===== src/rtl/dma_xfer_engine.sv =====
module dma_xfer_engine #(
  parameter int AW = 32,
  parameter int CW = 24
) (
  input  logic          clk,
  input  logic          rst_n,
  input  logic          reg_wr,
  input  logic [5:0]    reg_addr,
  input  logic [31:0]   reg_wdata,
  output logic [31:0]   reg_rdata,
  output logic          rd_req,
  output logic [AW-1:0] rd_addr,
  output logic [3:0]    rd_bytes,
  input  logic          rd_ack,
  input  logic [63:0]   rd_data,
  output logic          wr_req,
  output logic [AW-1:0] wr_addr,
  output logic [3:0]    wr_bytes,
  output logic [63:0]   wr_data,
  input  logic          wr_ack,
  input  logic          periph_req,
  output logic          busy,
  output logic          done
);
  localparam logic [5:0] A_GEN = 6'h00, A_PORT = 6'h04, A_RADR = 6'h08,
                         A_WADR = 6'h0C, A_SIZE = 6'h10, A_CTRL = 6'h1C,
                         A_LEFT = 6'h30;

  typedef enum logic [1:0] {S_IDLE, S_PACE, S_RD, S_WR} st_t;
  st_t st_q;

  logic [2:0]    rw_q, ww_q;
  logic          rinc_q, winc_q, pace_q, cancel_q;
  logic [7:0]    blen_q, bcnt_q;
  logic [3:0]    tha_q, thb_q, thc_q;
  logic [AW-1:0] raddr_q, waddr_q;
  logic [CW-1:0] size_q;
  logic [CW:0]   left_q;
  logic [63:0]   buf_q;

  function automatic logic [3:0] w2b(input logic [2:0] e);
    return (e >= 3'd3) ? 4'd8 : (4'd1 << e);
  endfunction

  logic [3:0] lim, step;
  assign lim  = (w2b(rw_q) < w2b(ww_q)) ? w2b(rw_q) : w2b(ww_q);
  assign step = (left_q < {{(CW-3){1'b0}}, lim}) ? left_q[3:0] : lim;

  logic cfg_ok, start, cancel_wr, last, beat_done;
  assign busy      = st_q != S_IDLE;
  assign cfg_ok    = reg_wr && !busy;
  assign start     = cfg_ok && reg_addr == A_CTRL && reg_wdata[0] && !reg_wdata[20];
  assign cancel_wr = reg_wr && busy && reg_addr == A_CTRL && reg_wdata[20];
  assign last      = left_q == {{(CW-3){1'b0}}, step};
  assign beat_done = st_q == S_WR && wr_ack;
  assign done      = beat_done && last;

  assign rd_req   = st_q == S_RD;
  assign wr_req   = st_q == S_WR;
  assign rd_addr  = raddr_q;
  assign wr_addr  = waddr_q;
  assign rd_bytes = step;
  assign wr_bytes = step;
  assign wr_data  = buf_q;

  logic [CW:0] left_m1;
  assign left_m1 = left_q - 1'b1;

  always_comb begin
    reg_rdata = '0;
    case (reg_addr)
      A_GEN:  begin
        reg_rdata[2:0] = rw_q; reg_rdata[6:4] = ww_q;
        reg_rdata[8] = rinc_q; reg_rdata[12] = winc_q;
      end
      A_PORT: begin
        reg_rdata[31:28] = tha_q; reg_rdata[27:24] = thb_q;
        reg_rdata[19:16] = thc_q; reg_rdata[11:4] = blen_q;
        reg_rdata[1] = pace_q;
      end
      A_RADR: reg_rdata = 32'(raddr_q);
      A_WADR: reg_rdata = 32'(waddr_q);
      A_SIZE: reg_rdata[CW-1:0] = size_q;
      A_CTRL: reg_rdata[0] = busy;
      A_LEFT: reg_rdata[CW-1:0] = busy ? left_m1[CW-1:0] : {CW{1'b1}};
      default: reg_rdata = '0;
    endcase
  end

  always_ff @(posedge clk) begin
    if (!rst_n) begin
      st_q <= S_IDLE;
      rw_q <= '0; ww_q <= '0; rinc_q <= 1'b0; winc_q <= 1'b0;
      pace_q <= 1'b0; cancel_q <= 1'b0; blen_q <= '0; bcnt_q <= '0;
      tha_q <= '0; thb_q <= '0; thc_q <= '0;
      raddr_q <= '0; waddr_q <= '0; size_q <= '0; left_q <= '0; buf_q <= '0;
    end else begin
      if (cfg_ok) begin
        case (reg_addr)
          A_GEN: begin
            rw_q <= reg_wdata[2:0]; ww_q <= reg_wdata[6:4];
            rinc_q <= reg_wdata[8]; winc_q <= reg_wdata[12];
          end
          A_PORT: begin
            tha_q <= reg_wdata[31:28]; thb_q <= reg_wdata[27:24];
            thc_q <= reg_wdata[19:16]; blen_q <= reg_wdata[11:4];
            pace_q <= reg_wdata[1];
          end
          A_RADR: raddr_q <= reg_wdata[AW-1:0];
          A_WADR: waddr_q <= reg_wdata[AW-1:0];
          A_SIZE: size_q <= reg_wdata[CW-1:0];
          default: ;
        endcase
      end
      if (cancel_wr) cancel_q <= 1'b1;
      case (st_q)
        S_IDLE: begin
          cancel_q <= 1'b0;
          if (start) begin
            left_q <= {1'b0, size_q} + 1'b1;
            bcnt_q <= '0;
            st_q   <= pace_q ? S_PACE : S_RD;
          end
        end
        S_PACE: begin
          if (cancel_q || cancel_wr) st_q <= S_IDLE;
          else if (periph_req)       st_q <= S_RD;
        end
        S_RD: if (rd_ack) begin
          buf_q <= rd_data;
          st_q  <= S_WR;
        end
        S_WR: if (wr_ack) begin
          left_q <= left_q - {{(CW-3){1'b0}}, step};
          if (rinc_q) raddr_q <= raddr_q + AW'(step);
          if (winc_q) waddr_q <= waddr_q + AW'(step);
          if (last || cancel_q || cancel_wr) st_q <= S_IDLE;
          else if (bcnt_q == blen_q) begin
            bcnt_q <= '0;
            st_q   <= pace_q ? S_PACE : S_RD;
          end else begin
            bcnt_q <= bcnt_q + 1'b1;
            st_q   <= S_RD;
          end
        end
        default: st_q <= S_IDLE;
      endcase
    end
  end


  rd_hold_chk: assert property (@(posedge clk) disable iff (!rst_n)
    rd_req && !rd_ack |=> rd_req && $stable(rd_addr) && $stable(rd_bytes));

  wr_hold_chk: assert property (@(posedge clk) disable iff (!rst_n)
    wr_req && !wr_ack |=> wr_req && $stable(wr_addr) && $stable(wr_data));

  done_idle_chk: assert property (@(posedge clk) disable iff (!rst_n)
    done |=> !busy);

  pace_gate_chk: assert property (@(posedge clk) disable iff (!rst_n)
    st_q == S_PACE && !periph_req |=> !rd_req);

  cancel_stop_chk: assert property (@(posedge clk) disable iff (!rst_n)
    cancel_q && wr_req && wr_ack |=> !busy);

  left_drop_chk: assert property (@(posedge clk) disable iff (!rst_n)
    wr_req && wr_ack && !done |=> left_q < $past(left_q));
endmodule


===== config.mk =====
export PLATFORM = sky130hd
export DESIGN_NAME = dma_xfer_engine
export DESIGN_NICKNAME = d
export VERILOG_FILES = /design/src/rtl/dma_xfer_engine.sv
export SDC_FILE = /design/constraint.sdc
export NUM_CORES = 1
export LEC_CHECK = 0
export CAP_MARGIN = 40
export CORE_MARGIN = 5
export CORE_UTILIZATION = 40
export CTS_CLUSTER_DIAMETER = 30
export CTS_CLUSTER_SIZE = 10
export DETAILED_ROUTE_END_ITERATION = 8
export DONT_BUFFER_PORTS = 1
export GPL_TIMING_DRIVEN = 0
export PLACE_DENSITY = 0.61
export SETUP_SLACK_MARGIN = 0.05
export SYNTH_ARGS = -nofsm -noshare
export SYNTH_HDL_FRONTEND = slang
export SYNTH_SLANG_ARGS = --single-unit

===== constraint.sdc =====
create_clock -name clk -period 6.6 [get_ports clk]
set_input_delay 0.66 -clock clk [delete_from_list [all_inputs] [get_ports clk]]
set_output_delay 0.66 -clock clk [all_outputs]
set_load 0.02 [all_outputs]

==> results of run 1 <==
## placed cells by master, fill, tap and decap left out, drive strengths merged, types with 9 or more instances in the layout
master / count
or3: 16
a31oi: 25
clkinv: 13
nand2: 363
bufinv: 14
and3: 16
a22oi: 22
xnor2: 22
mux2i: 10
nand4: 25
and4: 10
a222oi: 29
a21oi: 196
nor2: 92
inv: 42
and2: 14
a21o: 14
a211oi: 13
nand3: 70
nor4: 33
or4: 10
buf: 26
xor2: 33
ha: 22
nor3: 43
dfxtp: 217
o21ai: 80
o21a: 9
clkbuf: 177
## metal layers
layer / up-vias / wire length, um / track usage [%]
met5: - / 0 / 0
met4: 0 / 2560 / 13.2
met3: 176 / 7200 / 10.1
met2: 914 / 24700 / 47.1
met1: 6613 / 20800 / 39.2
li1: 6235 / - / -
## registers in the layout, summed over array words and instances (netlist names), 4 cells and up
name / cells
thc_q: 4
left_q: 25
thb_q: 4
tha_q: 4
wr_addr: 32
wr_data: 64
size_q: 24
bcnt_q: 8
rd_addr: 32
blen_q: 8
## metrics by stage
step / total power, uW / setup WS (ps)
3_3_place_gp: 1440 / -31.9
5_1_grt: 4660 / 62.1
4_1_cts: 4570 / 114
6_report: 4560 / 224
3_5_place_dp: 1440 / -207
2_1_floorplan: 1400 / 1220
## cell usage after synthesis (8+ instances only)
library cell | n | area, sq um
a211oi_1 | 13 | 97.6
a21o_1 | 14 | 105
a21oi_1 | 196 | 981
a221oi_1 | 8 | 70.1
a222oi_1 | 29 | 290
a22oi_1 | 22 | 165
a31oi_1 | 25 | 156
and2_1 | 14 | 87.6
and3_1 | 16 | 100
and4_1 | 10 | 87.6
clkbuf_1 | 108 | 405
dfxtp_1 | 217 | 4340
ha_1 | 22 | 275
inv_1 | 36 | 135
mux2i_1 | 10 | 100
nand2_1 | 363 | 1360
nand3_1 | 70 | 350
nand4_1 | 25 | 156
nor2_1 | 91 | 342
nor3_1 | 43 | 215
nor4_1 | 32 | 200
o21a_1 | 9 | 67.6
o21ai_0 | 76 | 380
or3_1 | 15 | 93.8
or4_1 | 8 | 60.1
xnor2_1 | 22 | 193
xor2_1 | 33 | 289
## layout make-up
| cell class | instances | area (sq um) |
|---|---|---|
| inverters | 37 | 139 |
| flip-flops and latches | 217 | 4340 |
| multi-input cells | 1291 | 7380 |
| diodes | 1 | 2.50 |
| repair buffers | 13 | 125 |
| well taps | 396 | 495 |
| clock buffers | 68 | 1540 |
| plain buffers | 124 | 490 |
| clock inverters | 40 | 647 |
| fillers | 2987 | 15300 |
## how the worst min path moves through the flow
| stage | from | depth (start not counted) | end |
|---|---|---|---|
| floorplan | tha_q[0]$_SDFFE_PN0P_ | 2 | tha_q[0]$_SDFFE_PN0P_ |
| global placement | tha_q[2]$_SDFFE_PN0P_ | 2 | tha_q[2]$_SDFFE_PN0P_ |
| detailed placement | tha_q[0]$_SDFFE_PN0P_ | 2 | tha_q[0]$_SDFFE_PN0P_ |
| CTS | rd_data[51] | 2 | wr_data[51]$_SDFFE_PN0P_ |
| global route | reg_wdata[18] | 2 | thc_q[2]$_SDFFE_PN0P_ |
| finish | rd_data[57] | 2 | wr_data[57]$_SDFFE_PN0P_ |
## timing repair
| item | CTS | global route |
|---|---|---|
| gates resized for setup | 3 | 5 |
| endpoints found under the setup margin | 8 | 12 |
| hold buffers | 0 | 0 |
| pin swaps | 0 | 2 |
| endpoints found under the hold margin | 0 | 0 |
| setup buffers | 0 | 1 |
## where the power goes
part	switching, uW	internal, uW
combinational	69.6	22.5
sequential	8.85	1320
clock	927	2210
total	1010	3550
## cells by family after synthesis
kind of cell / synth area share, %
and+or+nand+nor: 27.3
xor gates and xnor gates: 3.91
DFF: 35.3
buffers and inverters: 5.11
muxes: 1.36
AOI/OAI and AO/OA: 24.4
adders and majority gates: 2.72
## worst max-delay path: stages (launching register included)
cell and delay (ps):
dfxtp_1 440, or3b_2 490, ha_1 310, nand2_1 50
o21a_1 180, o21ai_1 250, mux2i_2 350, inv_1 80
ha_1 290, a21oi_1 200, o311ai_0 170, nor3_2 380
nand2_1 110, a22oi_2 500, ha_1 240, and4_1 250
nand4_1 210, or2_2 410, nor2_4 200
==> results.sh, run 1 <==
export IMPL_cts_tree="done"
export IMPL_rsz0062_at_grt="no"
export IMPL_slew_headroom_pct=39.1
export IMPL_ant_nets=0
export IMPL_clockRootBuffer="clkbuf_16"
export IMPL_yosysWarnings=0
export IMPL_grt_max_degree=18
export IMPL_synth_nets=1802
export IMPL_synthArstFlopShare_pct=0
export IMPL_hp_class="input port to flop"
export IMPL_cts_sinks=217
export IMPL_wl_per_cell_um=25.3
export IMPL_rr_endpoint="rd_addr[20]$_SDFF_PN0_"
export IMPL_crit_arrival_ps=5720
export IMPL_cap_viol_max_count=0
export IMPL_clock_path_buffers=3
export IMPL_vias_per_cell=6.37
export IMPL_finalWirelength_um=55300
export IMPL_final_cells=2187
export IMPL_firstDrtPassIters=8
export IMPL_r2r_cells=21
export IMPL_syn_cell_area_sq_um=12300
export IMPL_clk_latency_ps=610
export IMPL_powerDensity_nw_per_um2=301
export IMPL_fin_crit_ps=6380
export IMPL_status="finished, final reports clean"
export IMPL_grt_usage_pct=30.6
export IMPL_crit_required_ps=5940
export IMPL_max_vdd_ir_drop_mv=0.264
export IMPL_critPathKind="flop to primary output"
export IMPL_cts_clk_slew_worst_paths_ps=50
export IMPL_grt_pass1_wl_um=80100
export IMPL_routabilityCongestion=0.970
export IMPL_placed_cells=2077
export IMPL_areaGrowthSynthToFinish_pct=23.1
export IMPL_final_util_pct=49.7
export IMPL_numCtsBuffers=58
export IMPL_timing_reg2reg_setup_slack_ps=330
export IMPL_worstMarginPinSlew_ps=914
export IMPL_fp_coreArea_sq_um=30500
export IMPL_worst_setup_path_end_kind="primary output"
export IMPL_synthFlopType="dfxtp_1"
export IMPL_start_util_pct=40.4
export IMPL_cp_endpoint="done"
export IMPL_hold_violations=0
export IMPL_setup_tns_ps=0
export IMPL_worstPathMaxFanout=6
export IMPL_grt_pass1_vias=12700
export IMPL_synthCells=1669
export IMPL_place_hpwl_um=41500
export IMPL_die_w_um=185
export IMPL_startpoint_type="flop"
export IMPL_avgSynthCellArea_sq_um=7.38
export IMPL_rows=64
export IMPL_fin_nets=1875
export IMPL_io_pins=280
export IMPL_hold_slack_ps=182
export IMPL_fin_worst_skew_ps=56.2
export IMPL_antenna_found_initial=0
export IMPL_port_buffers=0
export IMPL_htreeDepth=2
export IMPL_dieArea_sq_um=34400
export IMPL_period_share_pct=96.6
export IMPL_startpoint="ww_q[0]$_SDFFE_PN0P_"
export IMPL_ys_seq_area_share_pct=35.3
export IMPL_drt_iter0_markers=1834
export IMPL_drv_slew=0
export IMPL_timing_fmax_mhz=157
export IMPL_synth_edf_count=0
export IMPL_place_area_sq_um=12900
export IMPL_p_leak_uw=0.00544
export IMPL_stdcell_area_sq_um=15200
export IMPL_die_h_um=185
export IMPL_dr_total_vias=13900
export IMPL_r2r_start="ww_q[0]$_SDFFE_PN0P_"
export IMPL_drive_above_1_share_pct=8.99
export IMPL_synth_seq_cells=217
export IMPL_yosysUniqueCellTypes=78
export IMPL_grt_ovfl_total=0
export IMPL_drc=0
export IMPL_finalSetupViolCount=0
(Power assumes the default switching activity.)
==> run 2, diff against run 1 <==
- clock period: 6.6 -> 7.6 ns (I/O delays scaled with it)
==> results.sh, run 2 (synthesis gave the netlist of run 1 again) <==
export IMPL_critPathKind="flop to primary output"
export IMPL_cp_buffers_inverters=1
export IMPL_fp_coreArea_sq_um=30500
export IMPL_worstPathMaxFanout=6
export IMPL_hold_slack_ps=286
export IMPL_routabilityCongestion=0.970
export IMPL_place_area_sq_um=12900
export IMPL_drc=2
export IMPL_hold_violations=0
export IMPL_cts_tree="done"
export IMPL_antenna_found_initial=0
export IMPL_max_vdd_ir_drop_mv=0.230
export IMPL_whs_path_depth=2
export IMPL_grt_max_degree=18
export IMPL_powerDensity_nw_per_um2=262
export IMPL_grt_pass1_vias=12700
export IMPL_nFillCells=2987
export IMPL_wl_per_cell_um=25.2
export IMPL_worstMarginPinSlew_ps=1080
export IMPL_r2r_start="ww_q[0]$_SDFFE_PN0P_"
export IMPL_ant_nets=0
export IMPL_drt_iter0_markers=1689
export IMPL_slowest_delay_ps=830
export IMPL_hp_start="rd_data[57]"
export IMPL_drive_above_1_share_pct=8.61
export IMPL_setup_tns_ps=0
export IMPL_numCtsBuffers=58
export IMPL_vias_per_cell=6.31
export IMPL_largest_reg_flops=64
export IMPL_finalWirelength_um=55100
export IMPL_startpoint="ww_q[0]$_SDFFE_PN0P_"
export IMPL_die_w_um=185
export IMPL_grt_pass1_wl_um=80100
export IMPL_cts_setup_buffers=0
export IMPL_htreeDepth=2
export IMPL_path_cells="or3b_2 > ha_1 > nand2_1 > o21a_1 > o21ai_0 > mux2i_1 > inv_1 > ha_1 > a21oi_1 > o311ai_0 > nor3_1 > nand2_1 > a22oi_1 > ha_1 > and4_1 > nand4_1 > or2_2 > nor2_1"
export IMPL_hp_class="input port to flop"
export IMPL_p_leak_uw=0.00543
export IMPL_dieArea_sq_um=34400
export IMPL_rows=64
export IMPL_crit_path_top_delay_cell="a22oi_1"
export IMPL_fin_crit_ps=7010
export IMPL_ctsResizeCount=0
export IMPL_n_antenna_cell=0
export IMPL_start_util_pct=40.4
export IMPL_r2r_cells=21
export IMPL_fin_nets=1874
export IMPL_cts_sinks=217
export IMPL_die_h_um=185
export IMPL_clk_latency_ps=610
export IMPL_cts_clk_slew_worst_paths_ps=50
export IMPL_clockRootBuffer="clkbuf_16"
export IMPL_areaGrowthSynthToFinish_pct=22.7
export IMPL_status="finished with violations"
export IMPL_cap_viol_max_count=0
export IMPL_clock_path_buffers=3
export IMPL_rsz0062_at_grt="no"
export IMPL_crit_arrival_ps=6250
export IMPL_finalSetupViolCount=0
export IMPL_violations="design-rule violations"
export IMPL_grt_usage_pct=30.5
export IMPL_crit_required_ps=6840
export IMPL_dr_total_vias=13800
export IMPL_place_hpwl_um=41500
export IMPL_period_share_pct=92.2
export IMPL_grt_ovfl_total=0
export IMPL_fin_worst_skew_ps=56.8
export IMPL_holdBufCountCts=0
export IMPL_final_cells=2185
export IMPL_startpoint_type="flop"
export IMPL_placed_cells=2077
export IMPL_drv_slew=0
export IMPL_firstDrtPassIters=9
export IMPL_cp_num_cells=18
export IMPL_timing_fmax_mhz=143
export IMPL_worst_setup_path_end_kind="primary output"
export IMPL_final_common_cell="nand2_1"
export IMPL_most_common_layout_cells="363 x nand2_1, 217 x dfxtp_1, 196 x a21oi_1"
export IMPL_io_pins=280
export IMPL_slew_headroom_pct=28.1
export IMPL_port_buffers=0
export IMPL_crit_family="simple AND/OR/NAND/NOR gates"
export IMPL_totalPowerFinal_uw=3960
export IMPL_cpMostUsedCell="ha_1"
export IMPL_stdcell_area_sq_um=15100
-- run 2: path summary, 6_finish.rpt --
check                                           endpoint  slack [ps]
worst max-delay path                                done         590
worst min register to register     thc_q[1]$_SDFFE_PN0P_         460
worst max register to register    rd_addr[28]$_SDFF_PN0_         800
worst min-delay path            wr_data[57]$_SDFFE_PN0P_         290
-- run 2: where the power goes --
group	leakage [uW]	switching, uW	internal, uW	total (uW)
clock	0.00104	804	1920	2730
combinational	0.00264	60.2	19.3	79.5
sequential	0.00175	7.67	1140	1150
-- run 2: stage by stage --
step,setup slack [ps],utilization [%]
after detailed placement,793,42.4
after CTS,514,49.6
final,594,49.6
after floorplan,2220,-
after global placement,968,42.0
after global routing,300,49.6
-- run 2: per-layer routing --
layer	vias up	part of all wire, %	track usage, %	wire length [um]
li1	6226	-	-	-
met1	6512	38	39.2	21000
met2	871	45	47.1	24600
met3	177	13	10.1	6920
met4	0	4.6	13.1	2550
met5	-	0	0	0
-- run 2: layout make-up --
cell class,instances,area (sq um),area share [%]
Buffer,124,490,3.24
Sequential cell,217,4340,28.7
Clock inverter,40,647,4.28
Timing Repair Buffer,12,118,0.778
Tap cell,396,495,3.28
Clock buffer,68,1540,10.2
Inverter,37,139,0.919
Multi-Input combinational cell,1291,7350,48.6
==> run 3, diff against run 2 <==
- CORE_ASPECT_RATIO: unset -> 2
- CORE_UTILIZATION: 40 -> 50
- PLACE_DENSITY: 0.61 -> 0.72
==> results.sh, run 3 (synthesis gave the netlist of run 1 again) <==
export IMPL_status="finished, final reports clean"
export IMPL_crit_arrival_ps=6360
export IMPL_grt_max_degree=11
export IMPL_numCtsBuffers=38
export IMPL_worstPathMaxFanout=6
export IMPL_worstMarginPinSlew_ps=937
export IMPL_grt_pass1_vias=14100
export IMPL_hp_class="input port to flop"
export IMPL_whs_path_depth=2
export IMPL_rows=81
export IMPL_setup_tns_ps=0
export IMPL_areaGrowthSynthToFinish_pct=15.4
export IMPL_p_leak_uw=0.00504
export IMPL_rr_endpoint="wr_addr[23]$_SDFF_PN0_"
export IMPL_critPathKind="flop to primary output"
export IMPL_p_sw_share_pct=23.3
export IMPL_fp_coreArea_sq_um=24400
export IMPL_totalPowerFinal_uw=3040
export IMPL_firstDrtPassIters=9
export IMPL_drv_slew=0
export IMPL_p_int_uw=2340
export IMPL_clk_latency_ps=540
export IMPL_holdBufCountCts=0
export IMPL_cp_endpoint="done"
export IMPL_drt_iter0_markers=1482
export IMPL_clock_path_buffers=3
export IMPL_port_buffers=0
export IMPL_final_common_cell="nand2_1"
export IMPL_final_util_pct=58.2
export IMPL_fin_crit_ps=7120
export IMPL_r2r_start="ww_q[0]$_SDFFE_PN0P_"
export IMPL_crit_required_ps=6840
export IMPL_powerDensity_nw_per_um2=214
export IMPL_htreeDepth=2
export IMPL_clock_power_share_pct=59.6
export IMPL_period_share_pct=93.6
export IMPL_pwr_share_seq_pct=37.8
export IMPL_finalSetupViolCount=0
export IMPL_fin_worst_skew_ps=20.0
export IMPL_ant_nets=0
export IMPL_worst_setup_path_end_kind="primary output"
export IMPL_drive_above_1_share_pct=6.96
export IMPL_cts_tree="done"
export IMPL_vias_per_cell=6.75
export IMPL_ctsResizeCount=0
export IMPL_startpoint="ww_q[0]$_SDFFE_PN0P_"
export IMPL_max_vdd_ir_drop_mv=0.174
export IMPL_cts_setup_buffers=0
export IMPL_timing_fmax_mhz=141
export IMPL_finalWirelength_um=57400
export IMPL_largest_reg_flops=64
export IMPL_hold_violations=0
export IMPL_dr_total_vias=14100
export IMPL_startpoint_type="flop"
export IMPL_io_pins=280
export IMPL_most_common_layout_cells="363 x nand2_1, 217 x dfxtp_1, 196 x a21oi_1"
export IMPL_start_util_pct=50.4
export IMPL_timing_reg2reg_setup_slack_ps=700
export IMPL_hp_start="reg_wdata[13]"
export IMPL_routabilityCongestion=1.03
export IMPL_fin_nets=1860
export IMPL_grt_pass1_wl_um=83500
export IMPL_wl_per_cell_um=27.5
export IMPL_p_switching_uw=708
export IMPL_grt_ovfl_total=0
export IMPL_grt_usage_pct=39.7
export IMPL_combPwrFrac_pct=2.6
export IMPL_dieArea_sq_um=28100
export IMPL_die_h_um=232
export IMPL_rsz0062_at_grt="no"
export IMPL_r2r_cells=20
export IMPL_antenna_found_initial=2
export IMPL_die_w_um=121
export IMPL_cts_clk_slew_worst_paths_ps=60
export IMPL_drc=0
export IMPL_clockRootBuffer="clkbuf_16"
export IMPL_cap_viol_max_count=0
export IMPL_cts_sinks=217
export IMPL_slew_headroom_pct=37.5
export IMPL_place_hpwl_um=43700
## run 3: changes by cell type in the layout (fill, tap and decap cells not counted), moves of 3 or more
cell / before / now
buf_4: 4 / 8
bufinv_16: 14 / 6
clkbuf_1: 113 / 110
clkbuf_16: 58 / 39
clkinv_2: 9 / 2
## run 3: stage by stage
stage / worst slack [ps] / area, sq um / hold WS (ps) / cells
finish: 483 / 14200 / 351 / 2086
global placement: 385 / 12700 / 441 / 2001
floorplan: 2220 / 12300 / 436 / 1669
CTS: 620 / 14200 / 350 / 2080
global route: 377 / 14200 / 355 / 2085
detailed placement: 824 / 12900 / 452 / 2014
## run 3: worst max-delay path, stage by stage, from the launching register on
cell and delay (ps):
dfxtp_1 510, or3b_2 500, ha_1 310, nand2_1 60, o21a_1 180, o21ai_0 380
mux2i_1 380, inv_1 80, ha_1 300, a21oi_1 230, o311ai_0 140, nor3_1 520
o21ai_1 370, mux2i_1 220, ha_1 400, and4_1 240, nand4_1 200, or2_2 380
nor2_1 420
## run 3: cell type report
cell class,instances,area [sq um]
fill,2316,10200
buffer,124,490
clock inverter,22,303
multi-input combinational,1291,7350
timing repair buffer,18,150
clock buffer,44,1020
sequential,217,4340
tap,332,415
inverter,37,139
antenna,1,2.50
## run 3: worst min path at each step
| stage | to | slack, ps |
|---|---|---|
| final | size_q[13]$_SDFFE_PN0P_ | 350 |
| after global routing | thb_q[0]$_SDFFE_PN0P_ | 350 |
| after CTS | size_q[13]$_SDFFE_PN0P_ | 350 |
| after detailed placement | thb_q[3]$_SDFFE_PN0P_ | 450 |
| after global placement | thc_q[2]$_SDFFE_PN0P_ | 440 |
| after floorplan | tha_q[0]$_SDFFE_PN0P_ | 440 |
## run 3: power by group through the flow
stage                     logic (uW)  clock network [uW]  registers (uW)
after floorplan                 44.7                   0            1170
after global placement          71.3                   0            1170
after detailed placement        74.9                   0            1170
after CTS                       75.2                1810            1150
after global routing            82.6                1870            1150
final                           79.5                1810            1150
## run 3: routing by layer
| layer | vias up | wire length (um) | track usage (%) |
|---|---|---|---|
| met5 | - | 20 | 0 |
| li1 | 6172 | - | - |
| met2 | 1050 | 27900 | 68.9 |
| met1 | 6422 | 16400 | 34.7 |
| met3 | 438 | 6080 | 13.1 |
| met4 | 2 | 6970 | 38.1 |
